**src/rtl/adc_rd_pkg.sv**
```systemverilog
`timescale 1ns/1ps
package adc_rd_pkg;

    localparam int unsigned RES_W  = 12;
    localparam int unsigned BYTE_W = 8;
    localparam int unsigned LO_W   = RES_W - BYTE_W;

    typedef enum logic [3:0] {
        ST_IDLE    = 4'd0,
        ST_SETUP   = 4'd1,
        ST_CONV    = 4'd2,
        ST_WAIT_HI = 4'd3,
        ST_WAIT_LO = 4'd4,
        ST_RD_HI   = 4'd5,
        ST_RD_LO   = 4'd6,
        ST_DONE    = 4'd7,
        ST_ERR     = 4'd8
    } rd_state_e;

    typedef struct packed {
        logic en;
        logic sel_n;
        logic rdconv;
        logic addr;
    } bus_ctrl_t;

    localparam bus_ctrl_t CTRL_IDLE = '{en: 1'b0, sel_n: 1'b1, rdconv: 1'b1, addr: 1'b0};

    function automatic int unsigned max4(input int unsigned a, input int unsigned b,
                                         input int unsigned c, input int unsigned d);
        int unsigned m;
        m = a;
        if (b > m) m = b;
        if (c > m) m = c;
        if (d > m) m = d;
        return m;
    endfunction

    function automatic bus_ctrl_t ctrl_for(input rd_state_e s);
        bus_ctrl_t c;
        c = '{en: 1'b1, sel_n: 1'b0, rdconv: 1'b1, addr: 1'b0};
        case (s)
            ST_IDLE, ST_DONE, ST_ERR: c = CTRL_IDLE;
            ST_CONV:                  c.rdconv = 1'b0;
            ST_RD_LO:                 c.addr = 1'b1;
            default:                  ;
        endcase
        return c;
    endfunction

endpackage

```
**src/rtl/rd_sync.sv**
```systemverilog
`timescale 1ns/1ps
module rd_sync #(
    parameter int unsigned STAGES = 2
) (
    input  logic clk,
    input  logic rst,
    input  logic d_i,
    output logic q_o
);
    generate
        if (STAGES == 0) begin : g_bypass
            assign q_o = d_i;
        end else begin : g_chain
            logic [STAGES-1:0] sr;
            always_ff @(posedge clk) begin
                if (rst) begin
                    sr <= '0;
                end else begin
                    sr[0] <= d_i;
                    for (int i = 1; i < int'(STAGES); i++) begin
                        sr[i] <= sr[i-1];
                    end
                end
            end
            assign q_o = sr[STAGES-1];
        end
    endgenerate
endmodule

```
**src/rtl/rd_timer.sv**
```systemverilog
`timescale 1ns/1ps
module rd_timer #(
    parameter int unsigned CW = 8
) (
    input  logic          clk,
    input  logic          rst,
    input  logic          load_i,
    input  logic [CW-1:0] load_val_i,
    output logic          zero_o
);
    logic [CW-1:0] cnt_q;

    always_ff @(posedge clk) begin
        if (rst) begin
            cnt_q <= '0;
        end else if (load_i) begin
            cnt_q <= load_val_i;
        end else if (cnt_q != '0) begin
            cnt_q <= cnt_q - 1'b1;
        end
    end

    assign zero_o = (cnt_q == '0);
endmodule

```
**src/rtl/rd_ctrl_fsm.sv**
```systemverilog
`timescale 1ns/1ps
module rd_ctrl_fsm
    import adc_rd_pkg::*;
#(
    parameter int unsigned SETUP_CYC   = 10,
    parameter int unsigned PULSE_CYC   = 4,
    parameter int unsigned ACCESS_CYC  = 3,
    parameter int unsigned TIMEOUT_CYC = 4000,
    parameter int unsigned CW          = 12
) (
    input  logic          clk,
    input  logic          rst,
    input  logic          start_i,
    input  logic          busy_s_i,
    input  logic          tmr_zero_i,
    output logic          tmr_load_o,
    output logic [CW-1:0] tmr_val_o,
    output bus_ctrl_t     ctrl_o,
    output logic          cap_hi_o,
    output logic          cap_lo_o,
    output logic          done_o,
    output logic          err_o
);
    localparam logic [CW-1:0] SETUP_LD   = CW'(SETUP_CYC - 1);
    localparam logic [CW-1:0] PULSE_LD   = CW'(PULSE_CYC - 1);
    localparam logic [CW-1:0] ACCESS_LD  = CW'(ACCESS_CYC - 1);
    localparam logic [CW-1:0] TIMEOUT_LD = CW'(TIMEOUT_CYC - 1);

    rd_state_e st_q, st_d;

    always_ff @(posedge clk) begin
        if (rst) st_q <= ST_IDLE;
        else     st_q <= st_d;
    end

    always_comb begin
        st_d       = st_q;
        tmr_load_o = 1'b0;
        tmr_val_o  = '0;
        cap_hi_o   = 1'b0;
        cap_lo_o   = 1'b0;
        case (st_q)
            ST_IDLE: begin
                if (start_i) begin
                    st_d       = ST_SETUP;
                    tmr_load_o = 1'b1;
                    tmr_val_o  = SETUP_LD;
                end
            end
            ST_SETUP: begin
                if (tmr_zero_i) begin
                    st_d       = ST_CONV;
                    tmr_load_o = 1'b1;
                    tmr_val_o  = PULSE_LD;
                end
            end
            ST_CONV: begin
                if (tmr_zero_i) begin
                    st_d       = ST_WAIT_HI;
                    tmr_load_o = 1'b1;
                    tmr_val_o  = TIMEOUT_LD;
                end
            end
            ST_WAIT_HI: begin
                if (busy_s_i)        st_d = ST_WAIT_LO;
                else if (tmr_zero_i) st_d = ST_ERR;
            end
            ST_WAIT_LO: begin
                if (!busy_s_i) begin
                    st_d       = ST_RD_HI;
                    tmr_load_o = 1'b1;
                    tmr_val_o  = ACCESS_LD;
                end else if (tmr_zero_i) begin
                    st_d = ST_ERR;
                end
            end
            ST_RD_HI: begin
                if (tmr_zero_i) begin
                    cap_hi_o   = 1'b1;
                    st_d       = ST_RD_LO;
                    tmr_load_o = 1'b1;
                    tmr_val_o  = ACCESS_LD;
                end
            end
            ST_RD_LO: begin
                if (tmr_zero_i) begin
                    cap_lo_o = 1'b1;
                    st_d     = ST_DONE;
                end
            end
            ST_DONE: st_d = ST_IDLE;
            ST_ERR:  st_d = ST_IDLE;
            default: st_d = ST_IDLE;
        endcase
    end

    assign ctrl_o = ctrl_for(st_q);
    assign done_o = (st_q == ST_DONE);
    assign err_o  = (st_q == ST_ERR);
endmodule

```
**src/rtl/rd_word_pack.sv**
```systemverilog
`timescale 1ns/1ps
module rd_word_pack
    import adc_rd_pkg::*;
(
    input  logic              clk,
    input  logic              rst,
    input  logic              cap_hi_i,
    input  logic              cap_lo_i,
    input  logic [BYTE_W-1:0] bus_i,
    output logic [RES_W-1:0]  word_o
);
    logic [BYTE_W-1:0] hi_q;
    logic [LO_W-1:0]   lo_q;

    always_ff @(posedge clk) begin
        if (rst) begin
            hi_q <= '0;
            lo_q <= '0;
        end else begin
            if (cap_hi_i) hi_q <= bus_i;
            if (cap_lo_i) lo_q <= bus_i[BYTE_W-1 -: LO_W];
        end
    end

    assign word_o = {hi_q, lo_q};
endmodule

```
**src/rtl/adc_byte_reader.sv**
```systemverilog
`timescale 1ns/1ps
module adc_byte_reader
    import adc_rd_pkg::*;
#(
    parameter int unsigned SETUP_CYC   = 10,
    parameter int unsigned PULSE_CYC   = 4,
    parameter int unsigned ACCESS_CYC  = 3,
    parameter int unsigned TIMEOUT_CYC = 4000,
    parameter int unsigned SYNC_STAGES = 2
) (
    input  logic        clk,
    input  logic        rst,
    input  logic        start_req_i,
    input  logic        conv_busy_i,
    input  logic [7:0]  data_bus_i,
    output logic        chip_en_o,
    output logic        chip_sel_n_o,
    output logic        read_mode_o,
    output logic        word_mode_o,
    output logic        byte_addr_o,
    output logic [11:0] result_o,
    output logic        done_o,
    output logic        timeout_o
);
    localparam int unsigned CNT_MAX = max4(SETUP_CYC, PULSE_CYC, ACCESS_CYC, TIMEOUT_CYC);
    localparam int unsigned CW      = $clog2(CNT_MAX + 1);

    logic          busy_s;
    logic          tmr_load, tmr_zero;
    logic [CW-1:0] tmr_val;
    logic          cap_hi, cap_lo;
    bus_ctrl_t     ctrl;

    rd_sync #(.STAGES(SYNC_STAGES)) u_sync (
        .clk (clk),
        .rst (rst),
        .d_i (conv_busy_i),
        .q_o (busy_s)
    );

    rd_timer #(.CW(CW)) u_timer (
        .clk        (clk),
        .rst        (rst),
        .load_i     (tmr_load),
        .load_val_i (tmr_val),
        .zero_o     (tmr_zero)
    );

    rd_ctrl_fsm #(
        .SETUP_CYC   (SETUP_CYC),
        .PULSE_CYC   (PULSE_CYC),
        .ACCESS_CYC  (ACCESS_CYC),
        .TIMEOUT_CYC (TIMEOUT_CYC),
        .CW          (CW)
    ) u_fsm (
        .clk        (clk),
        .rst        (rst),
        .start_i    (start_req_i),
        .busy_s_i   (busy_s),
        .tmr_zero_i (tmr_zero),
        .tmr_load_o (tmr_load),
        .tmr_val_o  (tmr_val),
        .ctrl_o     (ctrl),
        .cap_hi_o   (cap_hi),
        .cap_lo_o   (cap_lo),
        .done_o     (done_o),
        .err_o      (timeout_o)
    );

    rd_word_pack u_pack (
        .clk      (clk),
        .rst      (rst),
        .cap_hi_i (cap_hi),
        .cap_lo_i (cap_lo),
        .bus_i    (data_bus_i),
        .word_o   (result_o)
    );

    assign chip_en_o    = ctrl.en;
    assign chip_sel_n_o = ctrl.sel_n;
    assign read_mode_o  = ctrl.rdconv;
    assign byte_addr_o  = ctrl.addr;
    assign word_mode_o  = 1'b0;
endmodule

```
**config.mk**
```make
export PLATFORM = sky130hd
export DESIGN_NAME = adc_byte_reader
export DESIGN_NICKNAME = d
export VERILOG_FILES = /design/src/rtl/adc_rd_pkg.sv /design/src/rtl/rd_sync.sv /design/src/rtl/rd_timer.sv /design/src/rtl/rd_ctrl_fsm.sv /design/src/rtl/rd_word_pack.sv /design/src/rtl/adc_byte_reader.sv
export SDC_FILE = /design/constraint.sdc
export NUM_CORES = 1
export LEC_CHECK = 0
export ABC_CLOCK_PERIOD_IN_PS = 7500
export CAP_MARGIN = 20
export CORE_MARGIN = 3
export CORE_UTILIZATION = 55
export CTS_CLUSTER_SIZE = 8
export DETAILED_ROUTE_END_ITERATION = 10
export PLACE_DENSITY = 0.83
export SYNTH_ARGS = -nofsm -noshare
export SYNTH_HDL_FRONTEND = slang
export SYNTH_HIERARCHICAL = 1
export SYNTH_SLANG_ARGS = --single-unit
```
**constraint.sdc**
```tcl
create_clock -name clk -period 7.5 [get_ports clk]
set_input_delay 2.25 -clock clk [delete_from_list [all_inputs] [get_ports clk]]
set_output_delay 2.25 -clock clk [all_outputs]
set_load 0.005 [all_outputs]
```
# Yosys cells after proc, flatten, opt, wreduce, memory -nomap -nowiden
# Cells that the tools add are included.
[word_totals]
memories = 0
ramBits = 0
inputBits = 12
rom_bits = 0
word_cells = 52
output_inout_bits = 19
latch_bits = 0
regBits = 30
[classes]
multipliers = 0
shift = 0
bitwise = 0
n_eq_ne = 13
n_lt_le_gt_ge = 0
n_div = 0
reduce_logical = 7
n_mux = 26
add_sub_neg = 1
[ops]
columns = ["cell", "count"]
rows = [
  ["case mux 12 bit (5 select lines)", 1],
  ["two-way mux 12 bit", 3],
  ["two-way mux 4 bit", 9],
  ["case mux 4 bit (7 select lines)", 1],
  ["== test 4 x 3 -> 1 bit, second input constant", 4],
  ["zero test 12 bit", 1],
  ["nonzero test 12 bit", 1],
  ["subtractor 12 x 1 -> 12 bit, second input constant", 1],
  ["!= test 2 bit, second input constant", 5],
  ["== test 4 x 2 -> 1 bit, second input constant", 2],
  ["two-way mux 2 bit", 4],
  ["two-way mux 1 bit", 7],
  ["OR reduction 3 bit", 2],
  ["AND reduction 5 bit", 1],
  ["== test 4 x 1 -> 1 bit, second input constant", 1],
  ["== test 4 bit, second input constant", 1],
  ["zero test 4 bit", 1],
  ["case mux 1 bit (3 select lines)", 1],
  ["nonzero test 2 bit", 1],
]

# Logic depth before layout (Yosys ltp)
# Gate-level depths: netlist (run 1).
[depth]
ltp_word = 4
ltp_mapped = 13
ltp_nobuf = 11

# Modules after synthesis
# The synthesis (run 1) kept the hierarchy.
[by_module_without_submodules]
columns = ["mod", "seq_area_each_um2", "cells_per_inst", "area_per_inst_um2", "n_inst"]
rows = [
  ["rd_timer", 240.2, 93, 729.4, 1],
  ["rd_ctrl_fsm", 80.1, 65, 450.4, 1],
  ["rd_word_pack", 240.2, 39, 426.7, 1],
  ["rd_sync", 40.0, 4, 52.6, 1],
  ["adc_byte_reader", 0.0, 2, 11.3, 1],
]

# Worst setup path after synthesis (run 1)
# Ideal clock, no wire load.
[synth_timing]
path_kind = "input to register"
start = "input start_req_i"
end = "register u_timer.cnt_q[9]"
path_stages = 5
n_path_buf = 2
path_slack_ps = 4133
setup_time_ps = 120
required_ps = 7380
t_arrival_ps = 3247
cell_sequence = "a22oi_1 -> o32ai_1 -> clkbuf_1 -> clkbuf_1 -> o31a_1"
[synth_via]
elab_chain_cells = 3
elab_cells_between_ends = 4
cone_classes = "3 x mux; 1 x reduce/logical"
[synth_lines]
columns = ["item", "line_no", "rtl"]
rows = [
  ["from (decl)", "adc_byte_reader.sv:13", "input logic start_req_i,"],
  ["two-way mux 1 bit *", "rd_ctrl_fsm.sv:44", "if (start_i) begin"],
  ["case mux 1 bit (3 select lines) *", "rd_ctrl_fsm.sv:42", "case (st_q)"],
  ["via tmr_load", "adc_byte_reader.sv:29", "logic tmr_load, tmr_zero;"],
  ["two-way mux 12 bit / nonzero test 2 bit (equally long branches)", "-", ""],
  ["to (signal assigned)", "rd_timer.sv:17", "cnt_q <= load_val_i;"],
  ["to (signal assigned)", "rd_timer.sv:19", "cnt_q <= cnt_q - 1'b1;"],
  ["to (decl)", "rd_timer.sv:11", "logic [CW-1:0] cnt_q;"],
]
# The timed path passes the listed nets; every way through them passes the cells marked *.
# A chain may end at the register's enable or synchronous reset.

# Worst setup path after layout (run 1)
[layout_timing]
start = "register u_fsm.st_q[1]"
end = "output byte_addr_o"
[layout_via]
elab_chain_cells = 2
[layout_lines]
columns = ["item", "line_no", "rtl"]
rows = [
  ["from (decl)", "rd_ctrl_fsm.sv:29", "rd_state_e st_q, st_d;"],
  ["from (signal assigned)", "rd_ctrl_fsm.sv:33", "else st_q <= st_d;"],
  ["== test 4 x 3 -> 1 bit", "adc_rd_pkg.sv:42", "case (s)"],
  ["two-way mux 1 bit", "adc_rd_pkg.sv:42", ""],
  ["to (decl)", "adc_byte_reader.sv:20", "output logic byte_addr_o,"],
]
# Every way passes these cells.

==> impl_metrics.csv, run 1 <==
group,metric,value,unit
place,place_ws,3.52,ns
die,row_count,19,
pwr,p_int,382,uW
pwr,comb_power_share,0.423,
clocking,cts_max_level,2,
finish,num_antenna_cells,0,
worst_hold_path,hold_path.startpoint,"u_sync/g_chain.sr[0]",
sta,fin_crit,4.29,ns
pwr,max-vdd-ir-drop,0.201,mV
sta,report.final.slew_viol_count,0,
drt,finalWirelength,3490,um
global_routing,grt-ovfl-total,0,
clocking,clock-root-buffer,"clkbuf_4",
critical_path,worst_ep_required_time,5.25,ns
die,io_pins,31,
clocking,cts_hold_buffers,0,
pwr,pwr-share-clk,0.205,
logic_synthesis,postSynthCellCount,203,
logic_synthesis,ys_types,43,
sta,fmax,233,MHz
global_routing,grt_pass1_vias,1310,
logic_synthesis,netlist_area,0.00167,mm2
critical_path,reg2regPathDepth,9,
logic_synthesis,netlist_top_cells_count,"nor2_1, dfxtp_1, mux2i_1",
finish,nets,235,
finish,syn_to_final_growth,17.7,%
pwr,p_leak,0.000715,uW
sta,tns,0,ns
critical_path,r2r_slack,4.19,ns
drt,dr.pass1.iters,4,
critical_path,crit_top_cell,"nor2b_1",
logic_synthesis,synthTopCellsByArea,"dfxtp_1, mux2i_1, nor2_1",
critical_path,path_class,"reg2out",
clocking,cts_resized,0,
sta,setup_viol,0,
global_routing,grt_max_degree,33,
clocking,cts_tree,"built",
logic_synthesis,synth-seq-area-share,0.360,
die,design.core.area,0.00283,mm2
logic_synthesis,synth_edf_count,0,
critical_path,crit_path_max_incr_delay,0.68,ns
critical_path,rr_endpoint,"u_pack/hi_q[4]",
die,die_h,61.1,um
pwr,sw_frac_of_total,0.388,
logic_synthesis,avgSynthCellArea,8.23,um2
place,hpwl,2510,um
drt,first_iter_violations,125,
critical_path,crit_cells,3,
clocking,cts_buffer_depth,2,
global_routing,antenna_found_initial,0,
critical_path,crit_fanout,17,
drt,ant_nets,0,
clocking,cts_buffers,5,
pwr,seqPwrFrac,0.372,
logic_synthesis,synthDominantCellAreaShare,0.360,
die,dieWidth,61.1,um
pwr,power_density,317,mW/mm2
critical_path,cpLargestDelayFamily,"flip-flops",
sta,clock_skew,0.00771,ns
worst_hold_path,min_to,"u_sync/g_chain.sr[1]",
critical_path,path_cells,"nor2b_1 > nor2b_1 > clkdlybuf4s50_1",
critical_path,endpoint_kind,"output port",
worst_hold_path,min_path_type,"reg2reg",
pwr,power.switching,242,uW
sta,slew_headroom,0.292,
finish,drive_above_1_share,0.0676,
drt,drcViolationCount,0,
clocking,clk_pin_slew,0.09,ns
drt,vias,1442,
drt,drt-vias-per-instance,5.70,
die,die_area,0.00373,mm2
status,status,"completed",
drt,wl_per_cell,13.8,um
critical_path,reg2reg_from,"u_timer/cnt_q[0]",
critical_path,cp.arrival,2.04,ns
finish,fin_util,0.695,
logic_synthesis,yosys_warnings,6,
worst_hold_path,worstHoldPathCells,1,
global_routing,grt_pass1_wl,5780,um
logic_synthesis,ys_ff_latch,30,
sta,worst_slew_pin_slew,1.06,ns
logic_synthesis,ys.flop_type,"dfxtp_1",
place,place_congestion,0.881,
critical_path,startpoint_type,"register",
logic_synthesis,async_flop_share,0,
clocking,insertion_delay,0.34,ns
logic_synthesis,yosysMostFrequentCell,"nor2_1",
sta,fin_ws,3.21,ns
clocking,clock-sinks,30,
sta,rsz0062_at_grt,"no",
place,port_buffers,29,
die,initial_core_util,0.590,
global_routing,grt_usage,0.210,
logic_synthesis,yosysTopAreaCell,"dfxtp_1",
critical_path,path_buf_inv,1,
sta,finalHoldViolCount,0,
run,cap_violations,0,
clocking,post_cts_buffers,0,
critical_path,crit_slowest_cell,"dfxtp_1",
finish,nFillCells,242,
sta,period_share,0.571,
==> power by group through the flow <==
stage               Combinational [uW]  Sequential [uW]  Clock [uW]
floorplan                          219              217           0
global placement                   252              232           0
detailed placement                 262              235           0
CTS                                263              231         131
global route                       298              238         138
finish                             264              232         127
==> worst register-to-register path, delay by kind of cell, from the launching register on <==
kind,cells,cell delay (ns)
adder cells (fa/ha/maj),1,0.19
buffers and inverters,2,0.44
AND/OR/NAND/NOR,5,1.88
flip-flops,1,0.34
multiplexers,1,0.32
==> kinds of logic after synthesis <==
kind of cell | synth area share
flip-flops | 0.360
buffers and inverters | 0.107
AO/OA/AOI/OAI | 0.156
AND/OR/NAND/NOR | 0.251
XOR/XNOR | 0.00524
multiplexers | 0.102
adder cells (fa/ha/maj) | 0.0150
other | 0.00450
==> flip-flops by register name, summed over array words and instances, names as in the netlist <==
name               count
u_timer/cnt_q         12
u_pack/hi_q            8
u_fsm/st_q             4
u_pack/lo_q            4
u_sync/g_chain.sr      2
==> cell usage in the layout, fill, tap and decap left out, types with 2 or more instances in the layout <==
cell,Yosys,layout
a211o_1,2,2
a211oi_1,4,4
a21oi_1,10,10
a221oi_1,3,3
a311oi_1,2,2
a31oi_1,4,4
clkbuf_4,0,5
clkdlybuf4s50_1,0,29
clkinv_2,0,2
conb_1,2,3
dfxtp_1,30,30
ha_1,2,2
inv_1,13,13
mux2i_1,17,17
nand2_1,9,9
nand2b_1,3,3
nand3_1,3,3
nand3b_1,4,4
nor2_1,31,31
nor2b_1,6,6
nor3_1,10,10
nor4_1,4,4
o21a_1,2,2
o21ai_0,3,3
o31a_1,2,2
or2_2,2,2
==> per-layer routing <==
metal | global-route usage | vias to the layer above | wire length [um]
met2 | 0.334 | 36 | 1750
met5 | 0 | - | 0
met3 | 0.0755 | 5 | 190
li1 | - | 735 | -
met1 | 0.254 | 666 | 1480
met4 | 0.0929 | 0 | 67
==> worst max-delay path by stage <==
stage	start	endpoint	slack, ns
after floorplan	start_req_i	u_timer/cnt_q[9]	4.13
after global placement	rst	u_timer/cnt_q[0]	3.57
after detailed placement	rst	u_timer/cnt_q[1]	3.52
after CTS	u_fsm/st_q[1]	byte_addr_o	3.22
after global routing	u_fsm/st_q[1]	byte_addr_o	3.05
final	u_fsm/st_q[1]	byte_addr_o	3.21
==> stage by stage <==
stage / hold WS (ns) / std cells / total power [uW] / cell area [um2]
6_report: 0.459 / 253 / 623 / 1970
4_1_cts: 0.461 / 253 / 625 / 1970
5_1_grt: 0.478 / 253 / 674 / 1970
2_1_floorplan: 0.414 / 204 / 436 / 1670
3_5_place_dp: 0.448 / 245 / 496 / 1890
3_3_place_gp: 0.417 / 245 / 484 / 1890
==> cell type report <==
| class | instances | area (um2) | area share |
|---|---|---|---|
| clock buffer | 5 | 37.5 | 0.0191 |
| clock inverter | 3 | 40.0 | 0.0204 |
| inverter | 13 | 48.8 | 0.0248 |
| multi-input combinational | 141 | 902 | 0.459 |
| sequential | 30 | 601 | 0.306 |
| tap | 31 | 38.8 | 0.0197 |
| timing repair buffer | 30 | 298 | 0.151 |
Power figures use the tool's default switching activity.
==> run 2, diff against run 1 <==
Settings changed: ABC_CLOCK_PERIOD_IN_PS 7500 to 3800, CORE_UTILIZATION 55 to 47, PLACE_DENSITY 0.83 to 0.76.
Clock period 7.5 ns to 3.8 ns, I/O delays scaled along.
==> impl_metrics.csv, run 2 (same netlist as run 1, synthesis figures left out) <==
group,metric,value,unit
critical_path,endpoint_kind,"register",
finish,num_antenna_cells,0,
pwr,p_leak,0.000730,uW
finish,seqCellArea,601,um2
drt,first_iter_violations,61,
finish,fin_util,0.593,
clocking,cts_buffers,5,
finish,syn_to_final_growth,20.4,%
global_routing,antenna_found_initial,0,
global_routing,grt_usage,0.178,
finish,drive_above_1_share,0.0759,
sta,finalHoldViolCount,0,
die,row_count,21,
drt,finalWirelength,3380,um
worst_hold_path,min_path_type,"reg2reg",
status,status,"completed",
sta,slew_headroom,0.575,
clocking,post_cts_buffers,0,
finish,nFillCells,304,
sta,worst_slew_pin_slew,0.632,ns
clocking,cts_max_level,2,
sta,fin_crit,3.16,ns
global_routing,grt-ovfl-total,0,
sta,fmax,316,MHz
clocking,cts_hold_buffers,0,
drt,dr.pass1.iters,4,
die,die_h,65.6,um
drt,drt-vias-per-instance,5.33,
run,cap_violations,0,
die,design.core.area,0.00339,mm2
drt,wl_per_cell,12.5,um
global_routing,grt_pass1_wl,5950,um
finish,nets,238,
critical_path,cp.arrival,3.39,ns
clocking,clock-sinks,30,
sta,report.final.slew_viol_count,0,
sta,clock_skew,0.00841,ns
place,place_congestion,0.841,
drt,vias,1439,
global_routing,grt_pass1_vias,1328,
sta,rsz0062_at_grt,"no",
clocking,clk_pin_slew,0.09,ns
drt,ant_nets,0,
finish,final_common_cell,"nor2_1",
finish,final_cell_mix,"nor2_1, dfxtp_1, clkdlybuf4s50_1, mux2i_1, inv_1",
finish,largest_registers,"u_timer/cnt_q (12), u_pack/hi_q (8)",
sta,setup_viol,0,
critical_path,startpoint_type,"register",
die,die_area,0.00431,mm2
sta,period_share,0.832,
critical_path,path_class,"reg2reg",
pwr,power_density,613,mW/mm2
sta,tns,0,ns
pwr,power.total,1230,uW
place,port_buffers,29,
clocking,cts_buffer_depth,2,
clocking,insertion_delay,0.33,ns
die,dieWidth,65.6,um
die,io_pins,31,
clocking,cts_resized,0,
finish,design_area,0.00201,mm2
critical_path,worst_ep_required_time,4.03,ns
place,placed_area,0.00193,mm2
die,initial_core_util,0.493,
critical_path,crit_fanout,12,
pwr,max-vdd-ir-drop,0.281,mV
finish,max_flop_register,"u_timer/cnt_q",
clocking,cts_tree,"built",
finish,largest_register_ffs,12,
finish,multi_input_area,902,um2
global_routing,grt_max_degree,18,
clocking,clock-root-buffer,"clkbuf_4",
place,hpwl,2500,um
drt,drcViolationCount,0,
[run 2: cell type report]
cell class / instances / share of cell area
Sequential cell: 30 / 0.299
Timing Repair Buffer: 33 / 0.159
Tap cell: 46 / 0.0286
Multi-Input combinational cell: 141 / 0.449
Clock inverter: 1 / 0.0149
Inverter: 13 / 0.0243
Clock buffer: 6 / 0.0255
[run 2: per-layer routing]
metal / vias to the layer above / wire [um] / track usage
met5: - / 0 / 0
met4: 0 / 65 / 0.0777
met3: 7 / 147 / 0.0513
met2: 25 / 1560 / 0.291
met1: 666 / 1610 / 0.216
li1: 741 / - / -
[run 2: through the flow]
step	instances	hold WS, ns	setup slack [ns]
after CTS	270	0.461	0.645
after global routing	270	0.474	0.236
after detailed placement	263	0.437	0.692
after floorplan	204	0.414	0.927
after global placement	263	0.421	0.824
final	270	0.455	0.638
[run 2: power breakdown]
group	internal, uW	switching, uW
clock network	153	104
logic	242	274
registers	376	83.2
[run 2: worst max-delay path, stage by stage (launching register included)]
cell      delay [ns]
dfxtp_1         0.33
inv_1           0.10
ha_1            0.17
nor3b_1         0.47
nand3_1         0.38
inv_1           0.32
nand2_1         0.11
o21a_1          0.14
o32ai_2         0.44
buf_4           0.28
a21oi_1         0.06
a221oi_1        0.27
[run 2: worst paths after layout]
kind | cells past startpoint | to | from | slack [ns]
setup / recovery | 11 | u_timer/cnt_q[3] | u_timer/cnt_q[0] | 0.64
setup reg to reg | 11 | u_timer/cnt_q[3] | u_timer/cnt_q[0] | 0.64
hold reg to reg | 1 | u_sync/g_chain.sr[1] | u_sync/g_chain.sr[0] | 0.45
hold / removal | 1 | u_sync/g_chain.sr[1] | u_sync/g_chain.sr[0] | 0.45
